===== config.mk =====
export PLATFORM = sky130hd
export DESIGN_NAME = bitop_unit
export DESIGN_NICKNAME = d
export VERILOG_FILES = /design/src/rtl/bitop_pkg.sv /design/src/rtl/bitop_perm.sv /design/src/rtl/bitop_popcnt.sv /design/src/rtl/bitop_topbit.sv /design/src/rtl/bitop_cond.sv /design/src/rtl/bitop_unit.sv
export SDC_FILE = /design/constraint.sdc
export NUM_CORES = 1
export LEC_CHECK = 0
export BUFFER_PORTS_ARGS = -buffer_cell sky130_fd_sc_hd__buf_2
export CAP_MARGIN = 20
export CORE_ASPECT_RATIO = 1.2
export CORE_UTILIZATION = 30
export DETAILED_ROUTE_END_ITERATION = 10
export PLACE_DENSITY = 0.57
export SLEW_MARGIN = 25
export SYNTH_ARGS = -nofsm -noshare
export SYNTH_HDL_FRONTEND = slang
export SYNTH_SLANG_ARGS = --single-unit

===== constraint.sdc =====
create_clock -name clk -period 1.05 [get_ports clk]
set_clock_uncertainty 0.05 [all_clocks]
set_input_delay 0.21 -clock clk [delete_from_list [all_inputs] [get_ports clk]]
set_output_delay 0.21 -clock clk [all_outputs]
set_load 0.02 [all_outputs]

===== src/rtl/bitop_pkg.sv =====
package bitop_pkg;
   typedef enum logic [3:0] {
      OP_ROTL   = 4'd0,
      OP_ROTR   = 4'd1,
      OP_SHRA   = 4'd2,
      OP_HSWAP  = 4'd3,
      OP_NEGATE = 4'd4,
      OP_POPCNT = 4'd5,
      OP_TOPSET = 4'd6,
      OP_TOPCLR = 4'd7,
      OP_REVERSE= 4'd8
   } bitop_e;

   localparam logic [3:0] OP_HIGHEST = 4'd8;

   localparam int SCAN_PRIORITY = 0;
   localparam int SCAN_ONEHOT   = 1;
endpackage


===== src/rtl/bitop_perm.sv =====
module bitop_perm
   import bitop_pkg::*;
#(
   parameter int W = 8
) (
   input  logic [W-1:0] a,
   input  bitop_e       op,
   output logic [W-1:0] y,
   output logic         spill
);
   localparam int HALF = W / 2;

   logic [W-1:0] mirrored;

   for (genvar i = 0; i < W; i++) begin : g_mirror
      assign mirrored[i] = a[W-1-i];
   end

   always_comb begin
      y     = a;
      spill = 1'b0;
      case (op)
         OP_ROTL: begin
            y     = {a[W-2:0], a[W-1]};
            spill = a[W-1];
         end
         OP_ROTR: begin
            y     = {a[0], a[W-1:1]};
            spill = a[0];
         end
         OP_SHRA: begin
            y     = {a[W-1], a[W-1:1]};
            spill = a[0];
         end
         OP_HSWAP:   y = {a[HALF-1:0], a[W-1:HALF]};
         OP_REVERSE: y = mirrored;
         default: ;
      endcase
   end
endmodule


===== src/rtl/bitop_popcnt.sv =====
module bitop_popcnt #(
   parameter int W = 8
) (
   input  logic [W-1:0]         a,
   output logic [$clog2(W+1)-1:0] count
);
   localparam int CW = $clog2(W + 1);

   always_comb begin
      count = '0;
      for (int i = 0; i < W; i++) begin
         count = count + CW'(a[i]);
      end
   end
endmodule


===== src/rtl/bitop_topbit.sv =====
module bitop_topbit
   import bitop_pkg::*;
#(
   parameter int W     = 8,
   parameter int STYLE = SCAN_ONEHOT
) (
   input  logic [W-1:0]         v,
   output logic [$clog2(W)-1:0] idx,
   output logic                 found
);
   localparam int IW = $clog2(W);

   assign found = |v;

   if (STYLE == SCAN_PRIORITY) begin : g_priority
      always_comb begin
         idx = '0;
         for (int i = 0; i < W; i++) begin
            if (v[i]) idx = IW'(i);
         end
      end
   end else begin : g_onehot
      logic [W-1:0] above;
      logic [W-1:0] hot;
      for (genvar i = 0; i < W; i++) begin : g_mask
         if (i == W - 1) begin : g_top
            assign above[i] = 1'b0;
         end else begin : g_rest
            assign above[i] = |v[W-1:i+1];
         end
      end
      assign hot = v & ~above;
      always_comb begin
         idx = '0;
         for (int i = 0; i < W; i++) begin
            if (hot[i]) idx = idx | IW'(i);
         end
      end
   end
endmodule


===== src/rtl/bitop_cond.sv =====
module bitop_cond (
   input  logic clk,
   input  logic rst_n,
   input  logic c,
   input  logic z,
   output logic below,
   output logic above
);
   assign below = ~c | z;
   assign above = c & ~z;

   assert_cond_exclusive_R11: assert property (@(posedge clk) disable iff (!rst_n)
      $onehot({below, above}));
endmodule


===== src/rtl/bitop_unit.sv =====
module bitop_unit
   import bitop_pkg::*;
#(
   parameter int DATA_W     = 8,
   parameter int SCAN_STYLE = SCAN_ONEHOT
) (
   input  logic              clk,
   input  logic              rst_n,
   input  logic              valid_i,
   input  logic [3:0]        op_i,
   input  logic [DATA_W-1:0] operand_i,
   input  logic              carry_i,
   output logic [DATA_W-1:0] result_o,
   output logic              flag_n_o,
   output logic              flag_z_o,
   output logic              flag_c_o,
   output logic              below_o,
   output logic              above_o
);
   localparam int CW = $clog2(DATA_W + 1);
   localparam int IW = $clog2(DATA_W);

   if (DATA_W < 4 || (DATA_W % 2) != 0) begin : g_bad_width
      $error("bitop_unit: DATA_W must be even and at least 4");
   end
   if (SCAN_STYLE != SCAN_PRIORITY && SCAN_STYLE != SCAN_ONEHOT) begin : g_bad_style
      $error("bitop_unit: unknown SCAN_STYLE");
   end

   bitop_e            op_e;
   logic [DATA_W-1:0] perm_y;
   logic              perm_spill;
   logic [CW-1:0]     ones;
   logic [IW-1:0]     set_idx, clr_idx;
   logic              set_hit, clr_hit;
   logic [DATA_W-1:0] nx_res;
   logic              nx_n, nx_z, nx_c;
   logic              searching, hit;
   logic              take;

   assign op_e = bitop_e'(op_i);

   bitop_perm #(.W(DATA_W)) u_perm (
      .a     (operand_i),
      .op    (op_e),
      .y     (perm_y),
      .spill (perm_spill)
   );

   bitop_popcnt #(.W(DATA_W)) u_popcnt (
      .a     (operand_i),
      .count (ones)
   );

   bitop_topbit #(.W(DATA_W), .STYLE(SCAN_STYLE)) u_top_set (
      .v     (operand_i),
      .idx   (set_idx),
      .found (set_hit)
   );

   bitop_topbit #(.W(DATA_W), .STYLE(SCAN_STYLE)) u_top_clr (
      .v     (~operand_i),
      .idx   (clr_idx),
      .found (clr_hit)
   );

   always_comb begin
      nx_res    = operand_i;
      nx_c      = carry_i;
      searching = 1'b0;
      hit       = 1'b1;
      case (op_e)
         OP_ROTL, OP_ROTR, OP_SHRA: begin
            nx_res = perm_y;
            nx_c   = perm_spill;
         end
         OP_HSWAP, OP_REVERSE: nx_res = perm_y;
         OP_NEGATE: nx_res = '0 - operand_i;
         OP_POPCNT: nx_res = DATA_W'(ones);
         OP_TOPSET: begin
            searching = 1'b1;
            hit       = set_hit;
            nx_res    = set_hit ? DATA_W'(set_idx) : '0;
         end
         OP_TOPCLR: begin
            searching = 1'b1;
            hit       = clr_hit;
            nx_res    = clr_hit ? DATA_W'(clr_idx) : '0;
         end
         default: ;
      endcase
      nx_n = nx_res[DATA_W-1];
      nx_z = searching ? ~hit : (nx_res == '0);
   end

   assign take = valid_i && (op_i <= OP_HIGHEST);

   always_ff @(posedge clk or negedge rst_n) begin
      if (!rst_n) begin
         result_o <= '0;
         flag_n_o <= 1'b0;
         flag_z_o <= 1'b0;
         flag_c_o <= 1'b0;
      end else if (take) begin
         result_o <= nx_res;
         flag_n_o <= nx_n;
         flag_z_o <= nx_z;
         flag_c_o <= nx_c;
      end
   end

   bitop_cond u_cond (
      .clk   (clk),
      .rst_n (rst_n),
      .c     (flag_c_o),
      .z     (flag_z_o),
      .below (below_o),
      .above (above_o)
   );

   assert_rotl_wrap_R1: assert property (@(posedge clk) disable iff (!rst_n)
      (valid_i && op_i == 4'd0) |=>
         (result_o[0] == $past(operand_i[DATA_W-1])) && (flag_c_o == $past(operand_i[DATA_W-1])));

   assert_rotr_wrap_R2: assert property (@(posedge clk) disable iff (!rst_n)
      (valid_i && op_i == 4'd1) |=>
         (result_o[DATA_W-1] == $past(operand_i[0])) && (flag_c_o == $past(operand_i[0])));

   assert_shra_sign_R3: assert property (@(posedge clk) disable iff (!rst_n)
      (valid_i && op_i == 4'd2) |=>
         (result_o[DATA_W-1] == $past(operand_i[DATA_W-1])) && (flag_c_o == $past(operand_i[0])));

   assert_hswap_low_R4: assert property (@(posedge clk) disable iff (!rst_n)
      (valid_i && op_i == 4'd3) |=>
         (result_o[DATA_W/2-1:0] == $past(operand_i[DATA_W-1:DATA_W/2])));

   assert_negate_sum_R5: assert property (@(posedge clk) disable iff (!rst_n)
      (valid_i && op_i == 4'd4) |=> (DATA_W'(result_o + $past(operand_i)) == '0));

   assert_popcnt_R6: assert property (@(posedge clk) disable iff (!rst_n)
      (valid_i && op_i == 4'd5) |=> (result_o == DATA_W'($countones($past(operand_i)))));

   assert_topset_found_R7: assert property (@(posedge clk) disable iff (!rst_n)
      (valid_i && op_i == 4'd6 && operand_i != '0) |=>
         ((($past(operand_i)) >> result_o) == DATA_W'(1)) && !flag_z_o);

   assert_topset_none_R7: assert property (@(posedge clk) disable iff (!rst_n)
      (valid_i && op_i == 4'd6 && operand_i == '0) |=> (flag_z_o && result_o == '0));

   assert_topclr_none_R8: assert property (@(posedge clk) disable iff (!rst_n)
      (valid_i && op_i == 4'd7 && operand_i == '1) |=> (flag_z_o && result_o == '0));

   assert_reverse_ends_R9: assert property (@(posedge clk) disable iff (!rst_n)
      (valid_i && op_i == 4'd8) |=>
         (result_o[0] == $past(operand_i[DATA_W-1])) && (result_o[DATA_W-1] == $past(operand_i[0])));

   assert_carry_pass_R10: assert property (@(posedge clk) disable iff (!rst_n)
      (valid_i && op_i >= 4'd3 && op_i <= 4'd8) |=> (flag_c_o == $past(carry_i)));

   assert_hold_R12: assert property (@(posedge clk) disable iff (!rst_n)
      !(valid_i && op_i <= 4'd8) |=>
         ($stable(result_o) && $stable(flag_n_o) && $stable(flag_z_o) && $stable(flag_c_o)));
endmodule


# Word-level counts from Yosys, hierarchy flattened
# Cells that the tools add are included.
[classes]
n_mux = 23
n_bitwise = 10
n_lt_le_gt_ge = 1
n_addsub = 8
n_reduce_logical = 21
eq_ne = 8
[op_table]
columns = ["cell", "n"]
rows = [
  ["8-bit case mux with 5 select lines", 2],
  ["3-bit two-way mux", 10],
  ["4-bit by 1-bit adder with 4-bit output", 6],
  ["8-bit bitwise AND", 2],
  ["4-bit by 3-bit equality test with 1-bit output (second input constant)", 4],
  ["7-bit inverter with 8-bit output", 2],
  ["8-bit OR reduction", 2],
  ["5-bit OR reduction", 3],
  ["7-bit OR reduction", 2],
  ["6-bit OR reduction", 2],
  ["3-bit OR reduction", 3],
  ["4-bit by 2-bit equality test with 1-bit output (second input constant)", 2],
  ["8-bit zero test", 1],
  ["2-bit two-way mux", 4],
  ["8-bit inverter", 1],
  ["2-bit OR reduction", 4],
  ["4-bit OR reduction", 2],
  ["1-bit by 8-bit subtractor with 8-bit output (first input constant)", 1],
  ["1-bit two-way mux", 5],
  ["4-bit by 1-bit equality test with 1-bit output (second input constant)", 1],
  ["4-bit equality test (second input constant)", 1],
  ["4-bit less-or-equal comparator (second input constant)", 1],
  ["4-bit zero test", 1],
  ["1-bit case mux with 2 select lines", 2],
  ["other kinds (5)", 7],
]
[totals]
ff_bits = 11
output_inout_bits = 13
elab_cells = 75

# Logic depth before layout (Yosys ltp)
# Gate-level depths: netlist (run 1).
[depth]
word_depth = 15
depth_mapped = 16

# Hierarchy
# A second synthesis (run 1) with hierarchy kept.
[hier_totals]
cells_unflattened = 255
area_unflattened_um2 = 1923.1
[modules_own_cells]
columns = ["mod", "area_per_inst_um2", "seq_area_each_um2", "instances", "cells_each"]
rows = [
  ["bitop_unit", 1082.3, 250.2, 1, 128],
  ["bitop_perm", 505.5, 0.0, 1, 77],
  ["bitop_popcnt", 190.2, 0.0, 1, 24],
  ["bitop_topbit", 66.3, 0.0, 2, 12],
  ["bitop_cond", 12.5, 0.0, 1, 2],
]

# Least setup slack after synthesis (run 1)
# OpenSTA, ideal clock, no wires.
[synth_timing]
path_kind = "input -> register"
from = "input operand_i[1]"
to = "register flag_z_o"
slack_ns = -2.924
arrival_ns = 3.858
setup_ns = 0.066
path_stages = 13
t_required_ns = 0.934
path_cell_list = "clkbuf_1 > inv_1 > ha_1 > inv_1 > fa_1 > fa_1 > fa_1 > fa_1 > a2111oi_0 > a211o_1 > or4_1 > nor4_1 > a31o_1"
[synth_between]
elab_chain_len = 13
elab_cells_between_ends = 35
[synth_rtl]
columns = ["element", "line_no", "text"]
rows = [
  ["start, declared", "bitop_unit.sv:11", "input logic [DATA_W-1:0] operand_i,"],
  ["branches (longest 12 deep; another with 4-bit by 1-bit adder with 4-bit output)", "--", ""],
  ["1-bit two-way mux *", "bitop_unit.sv:93", "nx_z = searching ? ~hit : (nx_res == '0);"],
  ["end signal, assigned", "bitop_unit.sv:107", "flag_z_o <= nx_z;"],
  ["end, declared", "bitop_unit.sv:15", "output logic flag_z_o,"],
]
# Every way passes the cells marked *.
# A chain may end at the register's enable or synchronous reset.

# Final worst setup path (run 1)
# Ends and elaborated chain as after synthesis.

==> impl_metrics.ini, run 1 <==
[setup_path]
crit_chain = buf_8 > inv_6 > ha_4 > inv_2 > fa_1 > fa_1 > fa_2 > fa_2 > a2111oi_2 > a211o_1 > or4_4 > nor4_2 > a31o_1
path_max_fanout = 2
crit_type = in2reg
cp_num_buf_inv = 3
crit_required_ps = 1170
slowest_delay_ps = 540
start_kind = input port
cp_slowest_cell = fa_2
critical_path.top_delay_family = adder cells
crit_arrival_ps = 3540
endpoint_kind = register

[logic_synthesis]
synth_largest_area_cell = dfrtp_1
muxShareOfSynthArea = 0.0206
synth.distinct_cells = 59
synth-seq-cells = 10
synth_edf_count = 0
syn_area_per_cell_sq_um = 7.37
synth_cells = 206
ys.flop_type = dfrtp_1
yosys.area_share.adder = 0.0857
synthTopCellsByArea = dfrtp_1 16%, a21oi_1 5.6%, fa_1 5.3%
synthArstFlopShare = 1.00
seq_area_frac_synth = 0.165
synth_top_family_by_area = compound AO/OA/AOI/OAI gates
synth_fp_nets = 230
syn_area_sq_mm = 0.00152
synth_top_area_share = 0.165
yosys.area_share.xor_xnor = 0.0404
synthSimpleGateAreaFrac = 0.250
synth-compound-area-share = 0.319
ys_warn_count = 0

[layout]
nets = 326
num_antenna_cells = 0
fin_util = 0.542
finish.instance_area_sq_mm = 0.00266
syn_to_final_growth_pct = 75.3
layout-drive-gt1-share = 0.532

[sta]
timing.fmax_ghz = 0.293
finalHoldViolations = 0
slew_violations = 0
worst_pin_slew_ps = 554
relSlewSlack = 0.628
setup_tns_ps = -13560
layout_min_cycle_time_ps = 3420
timing.hold.ws_ps = 277
finalSetupViolations = 14
layout_setup_ws_ps = -2370
rsz0062_at_grt = true
post-route-period-util = 3.26

[floorplan]
rows = 28
io_pins = 29
start_util = 0.309
die_w_um = 66.9
dieArea_sq_mm = 0.00535
core_sq_mm = 0.00490
fp.dieH_um = 79.9

[detailed_routing]
drtAntennaViolNets = 0
routed_wl_um = 5580
drt-initial-drc-count = 89
num_vias = 1934
vias_per_cell = 5.36
post_drt_wl_per_cell_um = 15.5
drt_first_pass_iters = 4
drc = 0

[power_and_ir_drop]
power_density_mw_per_mm2 = 867
ir_drop_mv = 0.318
p_leak_nw = 1.20

[clock_tree]
numCtsBuffers = 3
cts-htree-levels = 1
cts_num_sinks = 10
cts-root-buf = clkbuf_8
cts_tree = yes
clkLatencyLatePin_ps = 230
clock_path_buffers = 2
clk_pin_slew_ps = 50

[global_route]
track_usage = 0.219
grt_overflow = 0
antenna_found_initial = 0
grt_pass1_wl_um = 8940
grt_pass1_vias = 1922
grt_start_max_net_pins = 12

[outcome]
failed_checks = negative setup slack
status = complete, but fails checks

[placed_design]
postPlaceCellArea_sq_mm = 0.00218
io_buffer_count = 28
place_worst_setup_slack_ps = -2840
place_hpwl_um = 4200
place.gp.congestion = 0.902

[flow_run]
cap_viol_max_count = 0

[worst_hold_path]
hp-class = in2reg
metrics by stage:
step | total power, W | instances
after global routing | 0.00245 | 361
after detailed placement | 0.00157 | 341
after CTS | 0.00221 | 360
final | 0.00231 | 361
after floorplan | 0.00116 | 206
after global placement | 0.00155 | 341
where the power goes:
part | total [W] | internal [W] | switching, W
sequential | 0.000487 | 0.000447 | 0.0000399
clock | 0.000474 | 0.000329 | 0.000145
combinational | 0.00134 | 0.000665 | 0.000679
tightest hold or removal path: stages:
cell and delay, ps:
buf_2 100, buf_4 150, a21oi_2 60
cells in the mapped netlist, drive strengths merged, types with 5 or more instances:
cell type  instances
nand3              6
xnor2              5
o21ai             14
buf               15
nor2              20
dfrtp             10
clkbuf             6
nand2             14
inv               15
o22ai              5
a211oi             6
a21oi             17
cells in the final DEF (no fill, tap or decap), types with 3 or more instances in the layout:
cell type,instances
ha_1,3
a22oi_1,4
dfrtp_1,9
nand2_1,12
o21a_1,3
o21ai_0,7
xnor2_1,3
buf_4,69
buf_8,3
nor4_2,3
a21oi_1,12
buf_2,18
nand3_1,6
a21oi_2,4
buf_6,20
o21ai_2,3
o31ai_1,3
nor2b_1,4
a211oi_1,4
inv_1,11
clkbuf_8,4
nor2_1,18
per-layer routing:
layer	global-route usage	up-vias	wire, um
met3	0.0186	21	226
li1	-	937	-
met5	0	-	0
met2	0.388	62	2810
met4	0.0915	0	184
met1	0.263	914	2360
cells by family (layout without fill, tap and decap cells):
logic type               after synthesis  after routing
flip-flops                            10             10
adder cells (fa/ha/maj)                8              8
multiplexers                           3              3
AND/OR/NAND/NOR                       70             70
buffers and inverters                 36            131
XOR/XNOR                               7              7
AO/OA/AOI/OAI                         72             72
cell type report:
cell class              instances  area (sq um)
clock buffers                   4          55.1
inverters                      15          63.8
repair buffers                112           908
fillers                       479          2240
multi-input cells             160          1310
flip-flops and latches         10           251
well taps                      60          75.1
state kept, by name, indices dropped and copies added (netlist names):
register	count
result_o	8
flag_c_o	1
flag_z_o	1
repair_timing:
| action | 4_1_cts | 5_1_grt |
|---|---|---|
| cloned | 0 | 0 |
| pin swaps | 16 | 9 |
| setup endpoints to repair | 14 | 17 |
| hold endpoints to repair | 10 | 0 |
| hold buffers | 1 | 0 |
| setup buffers | 14 | 2 |
| resized for setup | 47 | 27 |
path summary, 6_finish.rpt:
kind | from | endpoint | slack [ps] | depth (start not counted)
setup / recovery | operand_i[1] | flag_z_o | -2370 | 13
hold / removal | valid_i | result_o[5] | 280 | 3
setup reg to reg | flag_z_o | flag_z_o | 40 | 4
hold reg to reg | result_o[4] | result_o[4] | 420 | 2
max in group asynchronous | rst_n | flag_c_o | 430 | 2
min in group asynchronous | rst_n | result_o[1] | 310 | 2
Power figures use the tool's default switching activity.
==> run 2: changes to the inputs <==
Settings changed: CORE_UTILIZATION 30 to 31, PLACE_DENSITY 0.57 to 0.58.
==> run 2 against run 1 <==
Critical path depth stayed put. Count of clock-buffer cells in the layout stayed put. Power is 9.4% higher. Largest power group unchanged. Sequential share of layout area is 0.63 points lower. Wire length is 11% higher. Combinational power is 14% higher. Sequential cell count stayed put. Global-route usage is 2.2 points higher. Critical endpoint unchanged. Fmax is 1.3% higher. Utilization is 6.9 points higher. The run still ends with negative setup slack left.
==> impl_metrics.ini, run 2 (synthesis gave the netlist of run 1 again) <==
[layout]
nets = 338
largest_reg_flops = 8
num_antenna_cells = 0
reg_top3 = result_o: 8 flops, flag_c_o: 1 flops, flag_z_o: 1 flops
layout-drive-gt1-share = 0.556
regMostFlops = result_o
mostFrequentLayoutCells = 73 x buf_4, 33 x buf_6, 18 x nor2_1
final_common_cell = buf_4
syn_to_final_growth_pct = 87.8

[sta]
setup_tns_ps = -13780
finalSetupViolations = 16
worst_pin_slew_ps = 449
post-route-period-util = 3.21
relSlewSlack = 0.699
finalHoldViolations = 0
rsz0062_at_grt = true
slew_violations = 0
layout_min_cycle_time_ps = 3370
timing.fmax_ghz = 0.296
timing.hold.ws_ps = 298
layout_setup_ws_ps = -2320

[setup_path]
crit_arrival_ps = 3510
path_max_fanout = 2
crit_type = in2reg
crit_required_ps = 1180
endpoint_kind = register
start_kind = input port

[power_and_ir_drop]
seq_power_share = 0.198
swShare = 0.373
ir_drop_mv = 0.377
power_density_mw_per_mm2 = 885
p_leak_nw = 1.28
clockPowerShare = 0.196
comb_power_share = 0.606
p_int_w = 0.00158
p_switching_w = 0.000941

[detailed_routing]
vias_per_cell = 5.45
drt-initial-drc-count = 116
num_vias = 2022
drc = 0
drt_first_pass_iters = 4
post_drt_wl_per_cell_um = 16.7
drtAntennaViolNets = 0
routed_wl_um = 6200

[clock_tree]
cts_num_sinks = 10
cts-htree-levels = 1
clk_pin_slew_ps = 50
cts_tree = yes
clkLatencyLatePin_ps = 240
clock_path_buffers = 2
cts-root-buf = clkbuf_8
numCtsBuffers = 3

[floorplan]
start_util = 0.326
io_pins = 29
fp.dieH_um = 78.7
dieArea_sq_mm = 0.00518
rows = 27
die_w_um = 65.9
core_sq_mm = 0.00466

[flow_run]
cap_viol_max_count = 0

[global_route]
grt_start_max_net_pins = 16
antenna_found_initial = 0
grt_overflow = 0
track_usage = 0.240
grt_pass1_vias = 1931
grt_pass1_wl_um = 9380

[placed_design]
place_worst_setup_slack_ps = -2850
io_buffer_count = 28
place_hpwl_um = 4170
place.gp.congestion = 0.969

[worst_hold_path]
hp-class = in2async

[outcome]
status = complete, but fails checks
failed_checks = negative setup slack
run 2: power by group through the flow:
stage               Combinational (W)  Clock, W  Sequential, W
global placement              0.00108         0       0.000484
finish                        0.00153  0.000493       0.000500
global route                  0.00163  0.000537       0.000505
detailed placement            0.00109         0       0.000490
CTS                           0.00131  0.000501       0.000487
floorplan                    0.000594         0       0.000562
run 2: worst max-delay path, stage by stage:
cell       delay (ps)
buf_8              80
inv_6              30
ha_4              250
inv_2              30
fa_1              490
fa_1              430
fa_2              370
fa_2              540
a2111oi_2          70
a211o_1           250
or4_4             440
nor4_4            140
a31o_1            170
run 2: final cells by class:
type / instances / area, sq um
Fill cell: 410 / 1810
Multi-Input combinational cell: 160 / 1320
Timing Repair Buffer: 124 / 1080
Sequential cell: 10 / 251
Tap cell: 58 / 72.6
Inverter: 15 / 63.8
Clock buffer: 4 / 55.1
run 2: what timing repair did:
action / in CTS / in global routing
endpoints found under the hold margin: 10 / 0
cloned: 1 / 0
hold buffers: 1 / 0
resized for setup: 59 / 39
setup buffers: 19 / 8
pin swaps: 19 / 12
setup endpoints to repair: 16 / 23
run 2: routing by layer:
metal	up-vias	track usage	wire length (um)
met3	23	0.0334	379
met2	101	0.414	3170
li1	963	-	-
met5	-	0	0
met1	935	0.279	2360
met4	0	0.130	286
run 2: through the flow:
| stage | power (W) | util | instance area (sq um) | instances |
|---|---|---|---|---|
| 2_1_floorplan | 0.00116 | - | 1640 | 206 |
| 3_3_place_gp | 0.00156 | 0.470 | 2190 | 339 |
| 3_5_place_dp | 0.00158 | 0.470 | 2190 | 339 |
| 4_1_cts | 0.00230 | 0.564 | 2630 | 364 |
| 5_1_grt | 0.00268 | 0.611 | 2850 | 371 |
| 6_report | 0.00252 | 0.611 | 2850 | 371 |
run 2: worst paths after layout:
| kind | start | to | slack [ps] | cells after the start |
|---|---|---|---|---|
| max | operand_i[1] | flag_z_o | -2320 | 13 |
| min | rst_n | result_o[1] | 300 | 2 |
| max reg2reg | flag_z_o | flag_z_o | -100 | 5 |
| min reg2reg | result_o[3] | result_o[3] | 470 | 2 |
| max in group asynchronous | rst_n | flag_c_o | 440 | 2 |
| min in group clk | valid_i | result_o[5] | 300 | 3 |
==> run 3: changes to the inputs <==
Clock period 1.05 ns to 4.1 ns, I/O delays scaled along.
==> run 3 against run 2 <==
The run now ends clean. Sequential power decreased by 76%. Count of clock-buffer cells in the layout is 1 lower. Largest power group unchanged. Largest cell class unchanged. Power decreased by 82%.
==> impl_metrics.ini, run 3 (synthesis gave the netlist of run 1 again) <==
[floorplan]
die_w_um = 65.9
start_util = 0.326
fp.dieH_um = 78.7
rows = 27
io_pins = 29
core_sq_mm = 0.00466
dieArea_sq_mm = 0.00518

[detailed_routing]
met3_length_um = 307
post_drt_wl_per_cell_um = 16.4
wl_met2_um = 2190
top_layer_used = met4
vias_per_cell = 5.76
num_vias = 1635
drt-initial-drc-count = 66
met1_length_um = 2060
routed_wl_um = 4650
drt_first_pass_iters = 4
drc = 0
drtAntennaViolNets = 0

[power_and_ir_drop]
swShare = 0.410
ir_drop_mv = 0.0673
finalPower_w = 0.000447
p_int_w = 0.000264
p_leak_nw = 0.741
seq_power_share = 0.274
power_density_mw_per_mm2 = 254
comb_power_share = 0.507
clockPowerShare = 0.219
p_switching_w = 0.000183

[sta]
finalHoldViolations = 0
post-route-period-util = 0.996
timing.hold.ws_ps = 393
layout_min_cycle_time_ps = 4080
rsz0062_at_grt = true
timing.fmax_ghz = 0.245
slew_violations = 0
setup_tns_ps = 0
relSlewSlack = 0.660
finalSetupViolations = 0
worst_pin_slew_ps = 511
layout_setup_ws_ps = 17.6

[clock_tree]
hold_buffers = 0
post_cts_buffers = 0
cts_tree = yes
numCtsBuffers = 3
clock_path_buffers = 2
cts-htree-levels = 1
cts_num_sinks = 10
clk_pin_slew_ps = 40
clkLatencyLatePin_ps = 230
cts-root-buf = clkbuf_8

[flow_run]
cap_viol_max_count = 0

[layout]
regMostFlops = result_o
syn_to_final_growth_pct = 16.1
final_common_cell = buf_2
nFillCells = 533
nets = 252
layout-drive-gt1-share = 0.243
mostFrequentLayoutCells = 28 x buf_2, 20 x nor2_1, 17 x a21oi_1
fin_util = 0.378
reg_top3 = result_o: 8 flops, flag_c_o: 1 flops, flag_z_o: 1 flops
num_antenna_cells = 0
largest_reg_flops = 8

[setup_path]
endpoint_kind = register
start_kind = input port
slowest_delay_ps = 530
crit_arrival_ps = 4200
crit_required_ps = 4220
crit_chain = buf_2 > inv_2 > ha_4 > inv_2 > fa_1 > fa_1 > fa_2 > fa_1 > a2111oi_1 > a211o_1 > or4_4 > nor4_4 > a31o_1
path_max_fanout = 2
crit_type = in2reg
cpMostUsedCell = fa_1
cp_slowest_cell = fa_1

[outcome]
status = completed

[placed_design]
place.gp.congestion = 0.925
io_buffer_count = 28
place_hpwl_um = 3530
place_worst_setup_slack_ps = -475

[global_route]
grt_pass1_wl_um = 7500
antenna_found_initial = 0
grt_start_max_net_pins = 29
grt_pass1_vias = 1475
track_usage = 0.187
grt_overflow = 0

[worst_hold_path]
hp-class = in2async
run 3: cell count changes in the layout (fill, tap and decap cells not counted), moves of 3 or more:
cell     before  now
buf_4        73   10
buf_6        33    0
buf_2        11   28
a21oi_1      11   17
o21ai_0       7   13
a21oi_2       4    0
buf_8         4    0
o21ai_2       3    0
run 3: per-stage QoR:
step           cell area, sq um  instances
2_1_floorplan              1540        206
3_3_place_gp               1680        281
3_5_place_dp               1680        281
4_1_cts                    1730        284
5_1_grt                    1760        284
6_report                   1760        284
run 3: routing by layer:
metal	global-route usage	vias up
met5	0	-
met4	0.0870	0
met3	0.0102	8
met2	0.290	77
met1	0.260	764
li1	-	786
run 3: critical path: cells and delay by family:
| family | cells | cell delay [ps] |
|---|---|---|
| adder cells (fa/ha/maj) | 5 | 2120 |
| AND/OR/NAND/NOR | 2 | 560 |
| AO/OA/AOI/OAI | 3 | 520 |
| buffers and inverters | 3 | 180 |
run 3: power by group through the flow:
stage	clock [W]	combinational [W]	sequential [W]
finish	0.0000976	0.000227	0.000122
global route	0.000109	0.000251	0.000125
CTS	0.000103	0.000221	0.000123
detailed placement	0	0.000221	0.000124
global placement	0	0.000216	0.000124
floorplan	0	0.000139	0.000143
run 3: worst paths after layout:
path | startpoint | to | slack (ps) | cells after the start
hold / removal | rst_n | result_o[0] | 390 | 1
hold reg to reg | result_o[1] | result_o[1] | 420 | 2
setup reg to reg | flag_z_o | flag_z_o | 3200 | 3
setup / recovery | operand_i[1] | flag_z_o | 20 | 13
min in group clk | result_o[1] | result_o[1] | 420 | 2
max in group asynchronous | rst_n | flag_z_o | 3420 | 1
run 3: final cells by class:
class                      instances  area (sq um)  area share
clock buffer                       3          41.3      0.0234
timing repair buffer              38           215       0.122
inverter                          15          56.3      0.0320
tap                               58          72.6      0.0412
sequential                        10           250       0.142
multi-input combinational        160          1130       0.639
run 3: timing repair:
item,CTS,global route
pin swaps,4,0
endpoints found under the hold margin,0,0
setup endpoints to repair,1,2
gates resized for setup,1,7
